[config.mk]
export PLATFORM = sky130hd
export DESIGN_NAME = scu_regbank
export DESIGN_NICKNAME = d
export VERILOG_FILES = /design/src/rtl/scu_regbank.sv
export SDC_FILE = /design/constraint.sdc
export NUM_CORES = 1
export LEC_CHECK = 0
export ABC_AREA = 1
export BUFFER_PORTS_ARGS = -buffer_cell sky130_fd_sc_hd__buf_2
export CORE_MARGIN = 3
export CORE_UTILIZATION = 55
export CTS_CLUSTER_DIAMETER = 80
export DETAILED_ROUTE_END_ITERATION = 6
export PLACE_DENSITY = 0.8
export SETUP_SLACK_MARGIN = 0.15
export SKIP_CTS_REPAIR_TIMING = 1
export SYNTH_ARGS = -nofsm -noshare
export SYNTH_HDL_FRONTEND = slang
export SYNTH_SLANG_ARGS = --single-unit
[constraint.sdc]
create_clock -name clk -period 1 [get_ports clk]
set_input_delay 0.1 -clock clk [delete_from_list [all_inputs] [get_ports clk]]
set_output_delay 0.1 -clock clk [all_outputs]
set_load 0.02 [all_outputs]
[src/rtl/scu_regbank.sv]
module scu_regbank #(
  parameter int NUM_CORES = 4,
  parameter int ADDR_W    = 8,
  parameter int DATA_W    = 32,
  parameter int SIZE_W    = 3
) (
  input  logic              clk,
  input  logic              rst_n,
  input  logic              req_valid,
  input  logic              req_write,
  input  logic [ADDR_W-1:0] req_addr,
  input  logic [SIZE_W-1:0] req_size,
  input  logic [DATA_W-1:0] req_wdata,
  output logic [DATA_W-1:0] rsp_rdata,
  output logic              rsp_error
);

  localparam logic [ADDR_W-1:0] OFS_CTRL = ADDR_W'(8'h00);
  localparam logic [ADDR_W-1:0] OFS_CFG  = ADDR_W'(8'h04);
  localparam logic [ADDR_W-3:0] PWR_WORD = (ADDR_W-2)'(2);
  localparam logic [DATA_W-1:0] CFG_WORD =
    DATA_W'((((1 << NUM_CORES) - 1) << 4) | (NUM_CORES - 1));

  logic              en_q;
  logic [DATA_W-1:0] pwr_q;

  logic              size_ok;
  logic [DATA_W-1:0] lane_mask;
  logic              hit_pwr;
  logic [4:0]        lane_shift;
  logic [DATA_W-1:0] wmask_sh;
  logic [DATA_W-1:0] wdata_sh;
  logic [DATA_W-1:0] rd_val;

  always_comb begin
    size_ok   = 1'b1;
    lane_mask = '0;
    case (req_size)
      SIZE_W'(1): lane_mask = DATA_W'(32'h0000_00FF);
      SIZE_W'(2): lane_mask = DATA_W'(32'h0000_FFFF);
      SIZE_W'(4): lane_mask = DATA_W'(32'hFFFF_FFFF);
      default:    size_ok   = 1'b0;
    endcase
  end

  assign hit_pwr    = (req_addr[ADDR_W-1:2] == PWR_WORD);
  assign lane_shift = {req_addr[1:0], 3'b000};
  assign wmask_sh   = lane_mask << lane_shift;
  assign wdata_sh   = (req_wdata & lane_mask) << lane_shift;

  always_comb begin
    rd_val = '0;
    if (req_addr == OFS_CTRL)
      rd_val = DATA_W'(en_q);
    else if (req_addr == OFS_CFG)
      rd_val = CFG_WORD;
    else if (hit_pwr)
      rd_val = pwr_q >> lane_shift;
  end

  always_ff @(posedge clk or negedge rst_n) begin
    if (!rst_n) begin
      en_q  <= 1'b0;
      pwr_q <= '0;
    end else if (req_valid && req_write && size_ok) begin
      if (req_addr == OFS_CTRL)
        en_q <= req_wdata[0];
      if (hit_pwr)
        pwr_q <= (pwr_q & ~wmask_sh) | wdata_sh;
    end
  end

  always_ff @(posedge clk or negedge rst_n) begin
    if (!rst_n) begin
      rsp_rdata <= '0;
      rsp_error <= 1'b0;
    end else begin
      rsp_error <= req_valid && !size_ok;
      if (req_valid && !req_write)
        rsp_rdata <= size_ok ? rd_val : '0;
    end
  end

  a_r7_err_only_after_bad_size: assert property (@(posedge clk) disable iff (!rst_n)
    rsp_error |-> $past(req_valid) && !($past(req_size) inside {SIZE_W'(1), SIZE_W'(2), SIZE_W'(4)}));

  a_r5_bad_size_keeps_state: assert property (@(posedge clk) disable iff (!rst_n)
    (req_valid && !(req_size inside {SIZE_W'(1), SIZE_W'(2), SIZE_W'(4)}))
      |=> $stable(pwr_q) && $stable(en_q));

  a_r2_ctrl_upper_zero: assert property (@(posedge clk) disable iff (!rst_n)
    (req_valid && !req_write && req_addr == OFS_CTRL) |=> rsp_rdata[DATA_W-1:1] == '0);

  a_r3_cfg_constant: assert property (@(posedge clk) disable iff (!rst_n)
    (req_valid && !req_write && req_addr == OFS_CFG && size_ok) |=> rsp_rdata == CFG_WORD);

  a_r8_holes_read_zero: assert property (@(posedge clk) disable iff (!rst_n)
    (req_valid && !req_write && req_addr != OFS_CTRL && req_addr != OFS_CFG && !hit_pwr)
      |=> rsp_rdata == '0);

  a_r9_rdata_holds: assert property (@(posedge clk) disable iff (!rst_n)
    !(req_valid && !req_write) |=> $stable(rsp_rdata));

  a_r4_pwr_only_by_lane_write: assert property (@(posedge clk) disable iff (!rst_n)
    !(req_valid && req_write && hit_pwr) |=> $stable(pwr_q));

endmodule

; ---- Yosys cells after proc, flatten, opt, wreduce, memory -nomap -nowiden
; Cells that the tools add are included.
[word_totals]
ram_bits = 0
out_inout_bits = 33
reg_bits = 66
latch_bits = 0
memories = 0
mem_bits_ro = 0
[classes]
n_mul = 0
n_eq_ne = 5
shifts = 3
mux = 6
n_lt_le_gt_ge = 0
bitwise_logic = 4
n_reduce_logical = 10
addsub = 0
div_mod_pow = 0
[ops]
columns = cell, count
row1 = 2-to-1 mux 32 bit, 4
row2 = case mux 32 bit (3 select lines), 1
row3 = bitwise AND 32 bit, 2
row4 = left shift 32 x 5 -> 32 bit, 2
row5 = NOT 32 bit, 1
row6 = bitwise OR 32 bit, 1
row7 = right shift 32 x 5 -> 32 bit, 1
row8 = equality test 8 x 3 -> 1 bit (second input constant), 1
row9 = zero test 8 bit, 1
row10 = equality test 6 x 2 -> 1 bit (second input constant), 1
row11 = logical AND 1 bit, 4
row12 = AND reduction 2 bit, 2
row13 = equality test 3 x 1 -> 1 bit (second input constant), 1
row14 = equality test 3 x 2 -> 1 bit (second input constant), 1
row15 = equality test 3 bit (second input constant), 1
row16 = OR reduction 3 bit, 1
row17 = zero test 1 bit, 2
row18 = 2-to-1 mux 1 bit, 1

; ---- Logic depth before layout (Yosys ltp)
[logic_depth]
ltp_word = 6
ltp_mapped = 10
depth_no_buf = 9

; ---- Least setup slack after synthesis
; No wires, ideal clock.
[synth_path]
path_type = in2reg
startpoint = input port req_addr[5]
endpoint = register pwr_q[10]
stages = 9
slack_ns = -0.152
required_time_ns = 0.883
arrival_ns = 1.035
path_buffers = 1
setup_ns = 0.117
path_cell_list = nor2_1 > nand3_1 > inv_2 > buf_2 > nand2_2 > nor2_8 > nand2_2 > nand2_1 > nand2_1
[synth_between]
elab_chain_len = 2
[synth_lines]
columns = item, line_no
row1 = "start, declared", 11  ; input logic [ADDR_W-1:0] req_addr,
row2 = equality test 6 x 2 -> 1 bit, 46  ; assign hit_pwr = (req_addr[ADDR_W-1:2] == PWR_WORD);
row3 = AND reduction 2 bit (no source line), -
row4 = "end signal, assigned", 69  ; pwr_q <= (pwr_q & ~wmask_sh) | wdata_sh;
row5 = "end, declared", 25  ; logic [DATA_W-1:0] pwr_q;
; Every way passes these cells.
; A chain may end at the register's enable or synchronous reset.

; ---- Worst setup path after layout
[layout_path]
startpoint = register pwr_q[31]
endpoint = register rsp_rdata[15]
[layout_between]
elab_chain_len = 5
[layout_lines]
columns = item, line_no
row1 = right shift 32 x 5 -> 32 bit, 58  ; rd_val = pwr_q >> lane_shift;
row2 = 2-to-1 mux 32 bit, 57  ; else if (hit_pwr)
row3 = 2-to-1 mux 32 bit, 55  ; else if (req_addr == OFS_CFG)
row4 = 2-to-1 mux 32 bit, 53  ; if (req_addr == OFS_CTRL)
row5 = 2-to-1 mux 32 bit, 80  ; rsp_rdata <= size_ok ? rd_val : '0;
row6 = "end signal, assigned", 80
row7 = "end, declared", 14  ; output logic [DATA_W-1:0] rsp_rdata,
; Every way passes these cells.

==> impl_metrics.env <==
export IMPL_status="finished, violations left"
export IMPL_violations="DRC, setup timing"
export IMPL_seq_area_frac_synth_pct=42.2
export IMPL_synth_edf_count=0
export IMPL_slew_headroom_pct=72.6
export IMPL_synthArstFlopShare_pct=100
export IMPL_max_freq_ghz=0.789
export IMPL_syn_area_per_cell_um2=6.76
export IMPL_htreeDepth=3
export IMPL_areaGrowthSynthToFinish_pct=57.1
export IMPL_critPathLaunchType="flip-flop"
export IMPL_n_antenna_cell=0
export IMPL_clkPwrFrac_pct=40.7
export IMPL_layout_min_cycle_time_ns=1.27
export IMPL_clock_sinks=66
export IMPL_io_pins=80
export IMPL_place_area_um2=4900
export IMPL_gp_congestion=0.987
export IMPL_synth_most_common_cell="nand2_1"
export IMPL_numCtsBuffers=9
export IMPL_dp_cells=777
export IMPL_dp_hpwl_um=9370
export IMPL_synth_seq_cells=66
export IMPL_crit_start="pwr_q[31]"
export IMPL_yosys_area_top_type="dfrtp_1"
export IMPL_core_area_um2=6830
export IMPL_postLayoutSetupSlackWorst_ns=-0.267
export IMPL_rr_worst_depth=4
export IMPL_synth_common_cells="nand2_1 (221), dfrtp_1 (66), nand3_1 (66)"
export IMPL_grt_busiest_layer="met2"
export IMPL_synth_cells=579
export IMPL_grtUsageMet3_pct=5.33
export IMPL_num_fill_cells=285
export IMPL_power_density_nw_per_um2=1110
export IMPL_cp_endpoint="rsp_rdata[15]"
export IMPL_drt_iter0_markers=907
export IMPL_rows=30
export IMPL_rsz0062_at_grt="true"
export IMPL_synth_nets=626
export IMPL_crit_fanout=2
export IMPL_crit_type="reg2reg"
export IMPL_grt_max_degree=67
export IMPL_synth_top_area_share_pct=42.2
export IMPL_vdd_ir_drop_max_uv=775
export IMPL_die_x_um=90.4
export IMPL_pwr_share_seq_pct=40.1
export IMPL_cap_violations=0
export IMPL_yosys_warnings=0
export IMPL_final_nets=771
export IMPL_drtAntennaViolNets=0
export IMPL_grt_total_usage_pct=30.5
export IMPL_hold_viol=0
export IMPL_port_buffers=79
export IMPL_via_per_inst=6.54
export IMPL_final_layout_size_suffix_gt1_share_pct=38.6
export IMPL_internal_power_mw=4.83
export IMPL_slew_viol_final=0
export IMPL_r2r_slack_ns=-0.27
export IMPL_met2_usage_pct=50.0
export IMPL_synth_flop_cell="dfrtp_1"
export IMPL_worstReg2RegStart="pwr_q[31]"
export IMPL_tightestPinTransition_ns=0.410
export IMPL_insertion_delay_ns=0.36
export IMPL_synth_area_leaders="dfrtp_1 (42%), nand2_1 (21%), nand3_1 (8.4%)"
export IMPL_grt_pass1_vias=4073
export IMPL_drc=18
export IMPL_design_area_um2=6150
export IMPL_start_util_pct=57.3
export IMPL_first_pass_iters=7
export IMPL_switching_share_pct=29.0
export IMPL_antenna_found_initial=0
export IMPL_p_leak_nw=3.16
export IMPL_stdcell_count=824
export IMPL_grt_pass1_wl_um=19900
export IMPL_cts_tree="built"
export IMPL_num_vias=5386
export IMPL_drt_wl_total_um=18600
export IMPL_syn_cell_area_um2=3910
export IMPL_root_buffer="clkbuf_8"
export IMPL_gr_total_overflow=0
export IMPL_crit_required_ns=1.28
export IMPL_arrival_ns=1.55
export IMPL_clkTransAtPathRegs_ns=0.08
export IMPL_min_path_type="in2reg"
export IMPL_clockBufferDepth=2
export IMPL_pwr_share_comb_pct=19.2
export IMPL_die_h_um=90.4
export IMPL_die_area_um2=8160
export IMPL_finClkSkew_ns=0.0117
export IMPL_min_period_over_period_pct=127
export IMPL_setup_viol=46
export IMPL_tns_ns=-5.19
export IMPL_grtUsageMet1_pct=40.5
export IMPL_synthDistinctLibCells=23
export IMPL_rr_endpoint="rsp_rdata[15]"
export IMPL_drt_wirelength_per_cell_um=22.6
export IMPL_critPathCaptureType="flip-flop"
export IMPL_netSwitchingPower_mw=1.97
metrics by stage:
stage	util, %	power, mW	hold WS [ns]	worst slack, ns
floorplan	-	3.27	-0.196	-0.0581
global placement	71.7	3.70	0.135	-0.298
detailed placement	71.7	3.71	0.137	-0.349
CTS	75.1	6.34	-0.235	-0.127
global route	90.0	6.94	0.0158	-0.363
finish	90.0	6.80	0.00697	-0.267
routing by layer:
| metal | vias to the layer above | wire length, µm |
|---|---|---|
| li1 | 2180 | - |
| met1 | 2376 | 5980 |
| met2 | 617 | 8190 |
| met3 | 213 | 2660 |
| met4 | 0 | 1770 |
| met5 | - | 0 |
kinds of logic after synthesis:
logic type / count (synthesis) / synth area share (%)
buf+inv: 69 / 7.29
simple gates: 376 / 40.6
flops: 66 / 42.2
compound gates: 68 / 9.91
worst min path at each step:
stage | cells past startpoint | end | start | slack [ns]
6_report | 3 | pwr_q[6] | req_wdata[6] | 0.007
5_1_grt | 3 | pwr_q[4] | req_wdata[4] | 0.02
4_1_cts | 2 | rsp_rdata[29] | rst_n | -0.23
3_5_place_dp | 2 | rsp_rdata[29] | rst_n | 0.14
3_3_place_gp | 2 | rsp_rdata[22] | rst_n | 0.13
2_1_floorplan | 0 | en_q | rst_n | -0.20
area by class of cell:
| cell class | instances | area (µm²) | share of cell area [%] |
|---|---|---|---|
| inverter | 37 | 193 | 3.13 |
| sequential | 66 | 1650 | 26.9 |
| tap | 96 | 120 | 1.95 |
| timing repair buffer | 164 | 1500 | 24.4 |
| clock inverter | 5 | 104 | 1.69 |
| multi-input combinational | 446 | 2450 | 39.8 |
| clock buffer | 10 | 128 | 2.08 |
state kept, by name (all words and copies together) (netlist names):
register	flops
en_q	1
rsp_rdata	32
rsp_error	1
pwr_q	32
cells in the final DEF, fill, tap and decap left out, drive strengths merged:
master / n
nand2: 226
buf: 161
nand3: 68
dfrtp: 66
nor2: 65
o21ai: 45
inv: 34
nand4: 18
clkbuf: 12
o221ai: 8
a21oi: 7
o21bai: 6
clkinv: 4
bufinv: 3
o22ai: 2
clkinvlp: 1
nor3: 1
dlygate4sd3: 1
critical path: stages (launching register included):
cell and delay (ns):
dfrtp_1 0.40, inv_1 0.09, o21ai_0 0.30, o221ai_1 0.24, o21ai_1 0.16
power groups by stage:
| stage | clock [mW] | combinational (mW) | sequential (mW) |
|---|---|---|---|
| global route | 2.85 | 1.37 | 2.72 |
| finish | 2.77 | 1.31 | 2.73 |
| CTS | 2.67 | 0.953 | 2.71 |
| global placement | 0 | 0.933 | 2.76 |
| detailed placement | 0 | 0.947 | 2.77 |
| floorplan | 0 | 0.498 | 2.77 |
No activity file was read; power rests on OpenSTA's default activity.
